**src/rtl/osd_addr_pkg.sv**
```systemverilog
// Shared row-size encoding for the raster address generator.
// Assumes two size bits per row: bit 0 doubles height, bit 1 doubles width.
package osd_addr_pkg;

    typedef enum logic [1:0] {
        SZ_NORMAL = 2'b00,
        SZ_TALL   = 2'b01,
        SZ_WIDE   = 2'b10,
        SZ_BIG    = 2'b11
    } size_e;

    // True when the size field repeats each glyph line over two rasters
    function automatic logic size_tall(input logic [1:0] sz);
        return sz[0];
    endfunction

    // True when the size field repeats each glyph column over two dots
    function automatic logic size_wide(input logic [1:0] sz);
        return sz[1];
    endfunction

endpackage

```
**src/rtl/osd_row_locator.sv**
```systemverilog
// Maps a raster number onto a text row and glyph line.
// Rows have per-row heights (normal or doubled) plus a common gap;
// the row tops are a prefix sum built with a generate loop.
// Assumes the raster counter is wide enough for the tallest page.
module osd_row_locator #(
    parameter int ROWS   = 12,
    parameter int CELL_H = 18,
    parameter int VSTEP  = 2,
    parameter int VPOS_W = 5,
    parameter int GAP_W  = 3,
    parameter int LINE_W = 10,
    localparam int RIDX_W  = $clog2(ROWS),
    localparam int GLINE_W = $clog2(CELL_H)
) (
    input  logic                 clk,
    input  logic                 rst_n,
    input  logic [LINE_W-1:0]    line_y,
    input  logic [VPOS_W-1:0]    vpos,
    input  logic [GAP_W-1:0]     gap,
    input  logic [2*ROWS-1:0]    row_size,
    output logic                 in_row,
    output logic [RIDX_W-1:0]    row_idx,
    output logic [GLINE_W-1:0]   gline,
    output logic                 row_wide
);
    import osd_addr_pkg::*;

    localparam int SPAN_W = LINE_W + 1;

    logic [SPAN_W-1:0] voff;
    logic [SPAN_W-1:0] yrel;
    logic              above;
    logic [SPAN_W-1:0] top   [ROWS];
    logic [SPAN_W-1:0] pitch [ROWS];
    logic [SPAN_W-1:0] ghgt  [ROWS];
    logic [ROWS-1:0]   hit;

    // Page top offset and raster relative to it
    assign voff  = SPAN_W'(vpos) * SPAN_W'(VSTEP);
    assign above = SPAN_W'(line_y) < voff;
    assign yrel  = SPAN_W'(line_y) - voff;

    for (genvar r = 0; r < ROWS; r++) begin : g_row
        // Glyph height and full pitch of row r
        assign ghgt[r]  = size_tall(row_size[2*r +: 2]) ? SPAN_W'(2*CELL_H) : SPAN_W'(CELL_H);
        assign pitch[r] = ghgt[r] + SPAN_W'(gap);
        if (r == 0) begin : g_first
            assign top[r] = '0;
        end else begin : g_next
            assign top[r] = top[r-1] + pitch[r-1];
        end
        // Raster falls within the pitch of row r
        assign hit[r] = !above && (yrel >= top[r]) && (yrel < top[r] + pitch[r]);
    end

    // Select the hit row and split glyph lines from the gap
    always_comb begin
        logic [SPAN_W-1:0] off;
        off      = '0;
        in_row   = 1'b0;
        row_idx  = '0;
        gline    = '0;
        row_wide = 1'b0;
        for (int r = 0; r < ROWS; r++) begin
            if (hit[r]) begin
                off      = yrel - top[r];
                row_idx  = RIDX_W'(r);
                row_wide = size_wide(row_size[2*r +: 2]);
                in_row   = off < ghgt[r];
                gline    = size_tall(row_size[2*r +: 2]) ? GLINE_W'(off >> 1) : GLINE_W'(off);
            end
        end
    end

    // row bands never overlap, whatever the gap and sizes
    row_hit_onehot_chk: assert property (@(posedge clk) disable iff (!rst_n)
        $onehot0(hit));


    gline_range_chk: assert property (@(posedge clk) disable iff (!rst_n)
        in_row |-> (gline < GLINE_W'(CELL_H)));

endmodule

```
**src/rtl/osd_col_locator.sv**
```systemverilog
// Maps a dot position onto a character column and glyph column.
// Assumes the page width is the same in normal and wide rows
// (COLS normal cells or COLS/2 wide cells).
module osd_col_locator #(
    parameter int COLS   = 24,
    parameter int CELL_W = 12,
    parameter int HSTEP  = 3,
    parameter int HPOS_W = 6,
    parameter int DOT_W  = 10,
    localparam int CIDX_W = $clog2(COLS),
    localparam int GCOL_W = $clog2(CELL_W)
) (
    input  logic               clk,
    input  logic               rst_n,
    input  logic [DOT_W-1:0]   dot_x,
    input  logic [HPOS_W-1:0]  hpos,
    input  logic               wide,
    output logic               in_col,
    output logic [CIDX_W-1:0]  col_idx,
    output logic [GCOL_W-1:0]  gcol
);
    localparam logic [DOT_W-1:0] SPAN   = DOT_W'(COLS * CELL_W);
    localparam logic [DOT_W-1:0] CW_N   = DOT_W'(CELL_W);
    localparam logic [DOT_W-1:0] CW_W   = DOT_W'(2 * CELL_W);

    logic [DOT_W-1:0] hoff;
    logic [DOT_W-1:0] xrel;
    logic [DOT_W-1:0] rem_n;
    logic [DOT_W-1:0] rem_w;

    // Page left offset and dot relative to it
    assign hoff = DOT_W'(hpos) * DOT_W'(HSTEP);
    assign xrel = dot_x - hoff;

    // Cell index and glyph column for both cell widths
    always_comb begin
        rem_n   = xrel % CW_N;
        rem_w   = xrel % CW_W;
        in_col  = (dot_x >= hoff) && (xrel < SPAN);
        col_idx = wide ? CIDX_W'(xrel / CW_W) : CIDX_W'(xrel / CW_N);
        gcol    = wide ? GCOL_W'(rem_w >> 1) : GCOL_W'(rem_n);
    end


    wide_cols_chk: assert property (@(posedge clk) disable iff (!rst_n)
        (in_col && wide) |-> (col_idx < CIDX_W'(COLS / 2)));


    gcol_range_chk: assert property (@(posedge clk) disable iff (!rst_n)
        in_col |-> (gcol < GCOL_W'(CELL_W)));

endmodule

```
**src/rtl/osd_raster_addr.sv**
```systemverilog
// Top of the raster address generator: combines the row and column
// locators, registers the cell position, and forms the glyph-pattern
// address from the returned character code.
// Assumes char_code is the memory read data for the registered vram_addr.
module osd_raster_addr #(
    parameter int COLS   = 24,
    parameter int ROWS   = 12,
    parameter int CELL_W = 12,
    parameter int CELL_H = 18,
    parameter int HSTEP  = 3,
    parameter int VSTEP  = 2,
    parameter int HPOS_W = 6,
    parameter int VPOS_W = 5,
    parameter int GAP_W  = 3,
    parameter int DOT_W  = 10,
    parameter int LINE_W = 10,
    parameter int CODE_W = 8,
    localparam int ADDR_W  = $clog2(COLS * ROWS),
    localparam int GCOL_W  = $clog2(CELL_W),
    localparam int GLINE_W = $clog2(CELL_H)
) (
    input  logic                       clk,
    input  logic                       rst_n,
    input  logic [DOT_W-1:0]           dot_x,
    input  logic [LINE_W-1:0]          line_y,
    input  logic [HPOS_W-1:0]          hpos,
    input  logic [VPOS_W-1:0]          vpos,
    input  logic [GAP_W-1:0]           gap,
    input  logic [2*ROWS-1:0]          row_size,
    input  logic [CODE_W-1:0]          char_code,
    output logic                       pix_on,
    output logic [ADDR_W-1:0]          vram_addr,
    output logic [GCOL_W-1:0]          glyph_col,
    output logic [GLINE_W-1:0]         glyph_line,
    output logic [CODE_W+GLINE_W-1:0]  cgrom_addr,
    output logic                       glyph_en
);
    localparam int RIDX_W = $clog2(ROWS);
    localparam int CIDX_W = $clog2(COLS);
    localparam logic [CODE_W-1:0] BLANK = '1;

    logic               in_row;
    logic               in_col;
    logic               row_wide;
    logic [RIDX_W-1:0]  row_idx;
    logic [CIDX_W-1:0]  col_idx;
    logic [GLINE_W-1:0] gline;
    logic [GCOL_W-1:0]  gcol;

    osd_row_locator #(
        .ROWS(ROWS), .CELL_H(CELL_H), .VSTEP(VSTEP),
        .VPOS_W(VPOS_W), .GAP_W(GAP_W), .LINE_W(LINE_W)
    ) u_rows (
        .clk(clk), .rst_n(rst_n), .line_y(line_y), .vpos(vpos), .gap(gap),
        .row_size(row_size), .in_row(in_row), .row_idx(row_idx),
        .gline(gline), .row_wide(row_wide)
    );

    osd_col_locator #(
        .COLS(COLS), .CELL_W(CELL_W), .HSTEP(HSTEP),
        .HPOS_W(HPOS_W), .DOT_W(DOT_W)
    ) u_cols (
        .clk(clk), .rst_n(rst_n), .dot_x(dot_x), .hpos(hpos), .wide(row_wide),
        .in_col(in_col), .col_idx(col_idx), .gcol(gcol)
    );

    // Register cell position and active flag once per dot
    always_ff @(posedge clk) begin
        if (!rst_n) begin
            pix_on     <= 1'b0;
            vram_addr  <= '0;
            glyph_col  <= '0;
            glyph_line <= '0;
        end else begin
            pix_on     <= in_row && in_col;
            vram_addr  <= ADDR_W'(row_idx) * ADDR_W'(COLS) + ADDR_W'(col_idx);
            glyph_col  <= gcol;
            glyph_line <= gline;
        end
    end

    // Pattern address and blank-code gate from the returned code
    assign cgrom_addr = {char_code, glyph_line};
    assign glyph_en   = pix_on && (char_code != BLANK);


    vram_range_chk: assert property (@(posedge clk) disable iff (!rst_n)
        pix_on |-> (vram_addr < ADDR_W'(COLS * ROWS)));

    // nothing active the cycle after reset releases
    reset_idle_chk: assert property (@(posedge clk) disable iff (!rst_n)
        $rose(rst_n) |-> !pix_on);


    blank_gate_chk: assert property (@(posedge clk) disable iff (!rst_n)
        !pix_on |-> !glyph_en);

endmodule

```
**config.mk**
```make
export PLATFORM = sky130hd
export DESIGN_NAME = osd_raster_addr
export DESIGN_NICKNAME = d
export VERILOG_FILES = /design/src/rtl/osd_addr_pkg.sv /design/src/rtl/osd_row_locator.sv /design/src/rtl/osd_col_locator.sv /design/src/rtl/osd_raster_addr.sv
export SDC_FILE = /design/constraint.sdc
export NUM_CORES = 1
export LEC_CHECK = 0
export BUFFER_PORTS_ARGS = -buffer_cell sky130_fd_sc_hd__buf_2
export CAP_MARGIN = 5
export CORE_ASPECT_RATIO = 0.9
export CORE_MARGIN = 2
export CORE_UTILIZATION = 31
export CTS_BUF_LIST = sky130_fd_sc_hd__clkbuf_4
export CTS_CLUSTER_DIAMETER = 50
export DETAILED_ROUTE_END_ITERATION = 10
export GPL_TIMING_DRIVEN = 0
export HOLD_SLACK_MARGIN = 0.12
export SLEW_MARGIN = 20
export SYNTH_ARGS = -nofsm -noshare
export SYNTH_HDL_FRONTEND = slang
export SYNTH_HIERARCHICAL = 1
export SYNTH_SLANG_ARGS = --single-unit
export TNS_END_PERCENT = 100
```
**constraint.sdc**
```tcl
create_clock -name clk -period 36.6 [get_ports clk]
set_input_delay 1.83 -clock clk [delete_from_list [all_inputs] [get_ports clk]]
set_output_delay 1.83 -clock clk [all_outputs]
set_load 0.01 [all_outputs]
```
# Word level (Yosys, flattened, before mapping)
# Cells that the tools add are included.
classes:
  n_div: 4
  n_lt_le_gt_ge: 39
  eq_ne: 1
  mux: 73
  n_addsub: 37
  reduce_logical: 28
  n_mul: 2
ops:
  columns: ["operator", "count"]
  rows:
  - ["$lt 11x11->1", 24]
  - ["$add 11x3->11", 12]
  - ["$mux 5", 25]
  - ["$add 11x11->11", 11]
  - ["$ge 11x11->1", 11]
  - ["$sub 11x11->11", 11]
  - ["$mux 6", 12]
  - ["$mux 4", 11]
  - ["$logic_and 1x1->1", 27]
  - ["$mux 1", 25]
  - ["$ge 11x1->1 const B", 1]
  - ["$sub 10x6->11", 1]
  - ["$div 10x4->10 const B", 1]
  - ["$div 10x5->10 const B", 1]
  - ["$ge 10x8->1", 1]
  - ["$lt 10x6->1", 1]
  - ["$lt 10x9->1 const B", 1]
  - ["$mod 10x4->10 const B", 1]
  - ["$mod 10x5->10 const B", 1]
  - ["$sub 10x8->10", 1]
  - ["$add 9x5->9", 1]
  - ["$mul 6x2->8 const B", 1]
  - ["$ne 8x8->1 const B", 1]
  - ["$mul 4x2->6 const B", 1]
  - ["$logic_not 1->1", 1]
word_totals:
  out_inout_bits: 33
  ff_bits: 19

# Logic depth before layout (Yosys ltp)
logic_depth:
  word_depth: 18
  depth_mapped: 98
  ltp_nobuf: 96

# Modules after synthesis
# Netlist, hierarchy kept.
modules_own_cells:
  columns: ["module", "area_per_inst_um2", "cells_per_inst", "seq_area_each_um2", "instances"]
  rows:
  - ["osd_row_locator", 10891.7, 1482, 0.0, 1]
  - ["osd_col_locator", 2058.2, 282, 0.0, 1]
  - ["osd_raster_addr", 873.3, 84, 380.4, 1]

# Least setup slack after synthesis
# No wires, ideal clock.
synth_path:
  path_type: "input to register"
  start: "input port row_size[0]"
  end: "register vram_addr[0]"
  stages: 95
  required_time_ps: 36485
  t_arrival_ps: 22278
  slack_ps: 14208
  path_cell_list: "inv_1 ha_1 fa_1 inv_1 fa_1 inv_1 ha_1 xor2_1 fa_1 ha_1 inv_1 fa_1 inv_1 fa_1 fa_1 ha_1 inv_1 fa_1 (+59 left out) nand2_1 and4bb_1 nor4_4 nor2_1 xor2_1 ha_1 o21ai_0 nor2_1 nor4b_1 a31o_2 a21oi_1 xnor2_1 ha_1 o21ai_0 o22ai_1 nor3b_2 o311ai_1 and2_1"
synth_between:
  elab_chain_len: 18
  elab_cells_between_ends: 73
synth_lines:
  columns: ["item", "line_no", "text"]
  rows:
  - ["start: declaration", "osd_raster_addr.sv:29", "input logic [2*ROWS-1:0] row_size,"]
  - ["$mux 6 (*)", "osd_row_locator.sv:45", "assign ghgt[r] = size_tall(row_size[2*r +: 2]) ? SPAN_W'(2*CELL_H) : SPAN_W'(CELL_H);"]
  - ["$add 11x3->11 (*)", "osd_row_locator.sv:46", "assign pitch[r] = ghgt[r] + SPAN_W'(gap);"]
  - ["$add 11x11->11 (tied with other cells) (10 in series)", "osd_row_locator.sv:50, osd_row_locator.sv:53", null]
  - ["$add 11x11->11 (tied with other cells)", "osd_row_locator.sv:53", "assign hit[r] = !above && (yrel >= top[r]) && (yrel < top[r] + pitch[r]);"]
  - ["$lt 11x11->1 (tied with other cells)", "osd_row_locator.sv:53", null]
  - ["$logic_and 1x1->1 / $mux 1 (equally long branches)", "osd_row_locator.sv:53, osd_row_locator.sv:65", null]
  - ["$mux 1 (*)", "osd_row_locator.sv:65", "if (hit[r]) begin"]
  - ["via row_wide", "osd_raster_addr.sv:44", "logic row_wide;"]
  - ["$mux 5 (*)", "osd_col_locator.sv:40", "col_idx = wide ? CIDX_W'(xrel / CW_W) : CIDX_W'(xrel / CW_N);"]
  - ["via col_idx[0]", "osd_raster_addr.sv:46", "logic [CIDX_W-1:0] col_idx;"]
  - ["$add 9x5->9 (*)", "osd_raster_addr.sv:76", "vram_addr <= ADDR_W'(row_idx) * ADDR_W'(COLS) + ADDR_W'(col_idx);"]
  - ["end signal: assignment", "osd_raster_addr.sv:76", null]
  - ["end: declaration", "osd_raster_addr.sv:32", "output logic [ADDR_W-1:0] vram_addr,"]
# Mark *: on every way through the listed nets, which the timed path passes. The rest lies on a longest branch.
# A chain may end at the register's enable or synchronous reset.

# Final worst setup path
# Same ends and word-level chain as after synthesis.

==> metrics.yaml <==
die:
  core_um2: 44120
  start_util_pct: 31.33
  io_pins: 101
  die_area_um2: 46300
  row_count: 73
  die_w_um: 226.6
  die_h_um: 204.3
final_layout:
  register_area_um2: 380.4
  layout-drive-gt1-share_pct: 9.985
  final_core_util_pct: 34.32
  nets: 2322
  n_antenna_cell: 0
  multiInputGateArea_um2: 12500
  area_delta_synth_final_pct: 9.522
  fillers: 4696
place:
  hpwl_mm: 35.73
  gp_congestion: 0.9071
  post-place-ws_ps: 11880
  port_buffers: 99
global_route:
  grt_max_degree: 18
  grt_pass1_wl_mm: 68.74
  grt_pass1_vias: 13010
  antenna_found_initial: 1
  grt_overflow: 0
  grt_usage_pct: 18.35
clock_network:
  cts-root-buf: "clkbuf_4"
  cts_resized: 0
  postCtsHoldBufs: 0
  cts_sinks: 19
  tritoncts: "built"
  htree_levels: 1
  path_clk_slew_ps: 140
  clk_path_buf_depth: 2
  numCtsBuffers: 3
  cts_setup_buffers: 0
sta:
  fin_crit_sh_pct: 66.81
  slew_headroom_pct: 27.90
  layout_setup_ws_ps: 12150
  rsz0062_at_grt: "false"
  hold_violations: 0
  slew_viol_final: 0
  setup_viol: 0
  setup_tns_ps: 0
  hold_slack_ps: 1918
  tightest_slew_ps: 1080
  fmaxAchievable_ghz: 0.04090
  fin_crit_ps: 24450
routing:
  first_pass_iters: 6
  drcViolationCount: 0
  via_count: 13680
  totalWireLength_mm: 43.04
  wl_per_cell_um: 16.86
  routed_via_density: 5.358
  drtIter0Drc: 1216
  final_antenna_net_count: 0
setup_path:
  cpMostUsedCell: "inv_1"
  worst_path_largest_cell_delay_ps: 620
  slowest_stage: "o22ai_2"
  cp.required_ps: 36820
  crit_path_end_kind: "flip-flop"
  critPathLaunchType: "input pin"
  worst-setup-path-type: "in -> reg"
  worstPathArrival_ps: 24670
  crit_fanout: 12
synthesis:
  synth_cell_types: 109
  syn_nets: 2216
  syn_inst: 1848
  synth_edf_count: 0
  synth_flop_cell: "dfxtp_1"
  yosysSeqAreaShare_pct: 2.752
  yosys_register_bits: 19
  ys_warn_count: 6
  synth.avg_cell_area_um2: 7.480
  mappedNetlistArea_um2: 13820
  synthArstFlopShare_pct: 0
flow_run:
  cap_violations: 0
hold_path:
  hold_path.class: "in -> reg"
outcome:
  status: "finished clean"
-- sequential cells by signal, indices dropped and copies added (netlist names) --
name,count
pix_on,1
glyph_col,4
glyph_line,5
vram_addr,9
-- cell usage in the layout, fill, tap and decap left out, types with 35 or more instances in the layout --
master,instances
nor3_1,37
buf_2,102
ha_1,257
a21o_1,48
xnor2_1,97
fa_1,42
inv_1,190
a21oi_1,143
xor2_1,46
o21ai_0,105
nor2b_1,39
nand2_1,125
o21a_1,45
nor2_1,157
mux2i_1,35
-- routing by layer --
| metal | GRT usage [%] | part of all wire (%) |
|---|---|---|
| met1 | 26.02 | 48 |
| met2 | 31.65 | 46 |
| met3 | 0.6757 | 4.7 |
| met4 | 2.115 | 1.2 |
| met5 | 0 | 0 |
-- critical path, delay by kind of cell --
kind / cells / cell delay [ps]
XOR/XNOR: 4 / 950
buffers and inverters: 22 / 2380
adder cells (fa/ha/maj): 31 / 12640
multiplexers: 1 / 110
AND/OR/NAND/NOR: 14 / 2360
AO/OA/AOI/OAI: 22 / 4320
-- area by class of cell --
cell class	count	share of cell area, %
Sequential cell	19	2.512
Timing Repair Buffer	101	3.446
Clock buffer	3	0.1488
Buffer	39	1.463
Multi-Input combinational cell	1595	82.59
Tap cell	600	4.959
Clock inverter	1	0.04959
Inverter	195	4.835
-- metrics by stage --
step                instance area (µm²)  cells
floorplan                         13820   1848
CTS                               15140   2553
detailed placement                15110   2549
finish                            15140   2553
global route                      15140   2553
global placement                  15070   2547
-- cells by family (layout without fill, tap and decap cells) --
kind of cell	Yosys count	count (layout)	synth area share, %
XOR/XNOR	154	154	10.70
adder cells (fa/ha/maj)	302	302	29.63
AND/OR/NAND/NOR	520	520	18.41
other	1	1	0.02713
buffers and inverters	234	339	6.897
multiplexers	47	47	3.720
flip-flops	19	19	2.752
AO/OA/AOI/OAI	571	571	27.86
-- synth_stat cells (24+ instances only) --
cell	count	share of area, %
a21oi_1	143	5.2
o211ai_1	24	1.3
o21a_1	45	2.4
nor2_1	159	4.3
nand2_1	125	3.4
and2_1	24	1.1
nor3_1	37	1.3
ha_1	257	23
xor2_1	46	2.9
nand3_1	31	1.1
a31oi_1	25	1.1
xnor2_1	97	6.1
a21o_1	48	2.6
a211oi_1	25	1.4
mux2i_1	35	2.5
inv_1	190	5.2
fa_1	43	6.2
nor2b_1	39	1.8
o21ai_0	106	3.8
-- path summary, 6_finish.rpt --
path | cells after the start | end | start | slack, ps
hold / removal | 2 | glyph_col[1] | rst_n | 1920
setup / recovery | 94 | vram_addr[0] | row_size[0] | 12150
Power is not shown: default switching activity piles up to over one toggle a cycle in this logic, so the estimate is an artifact.
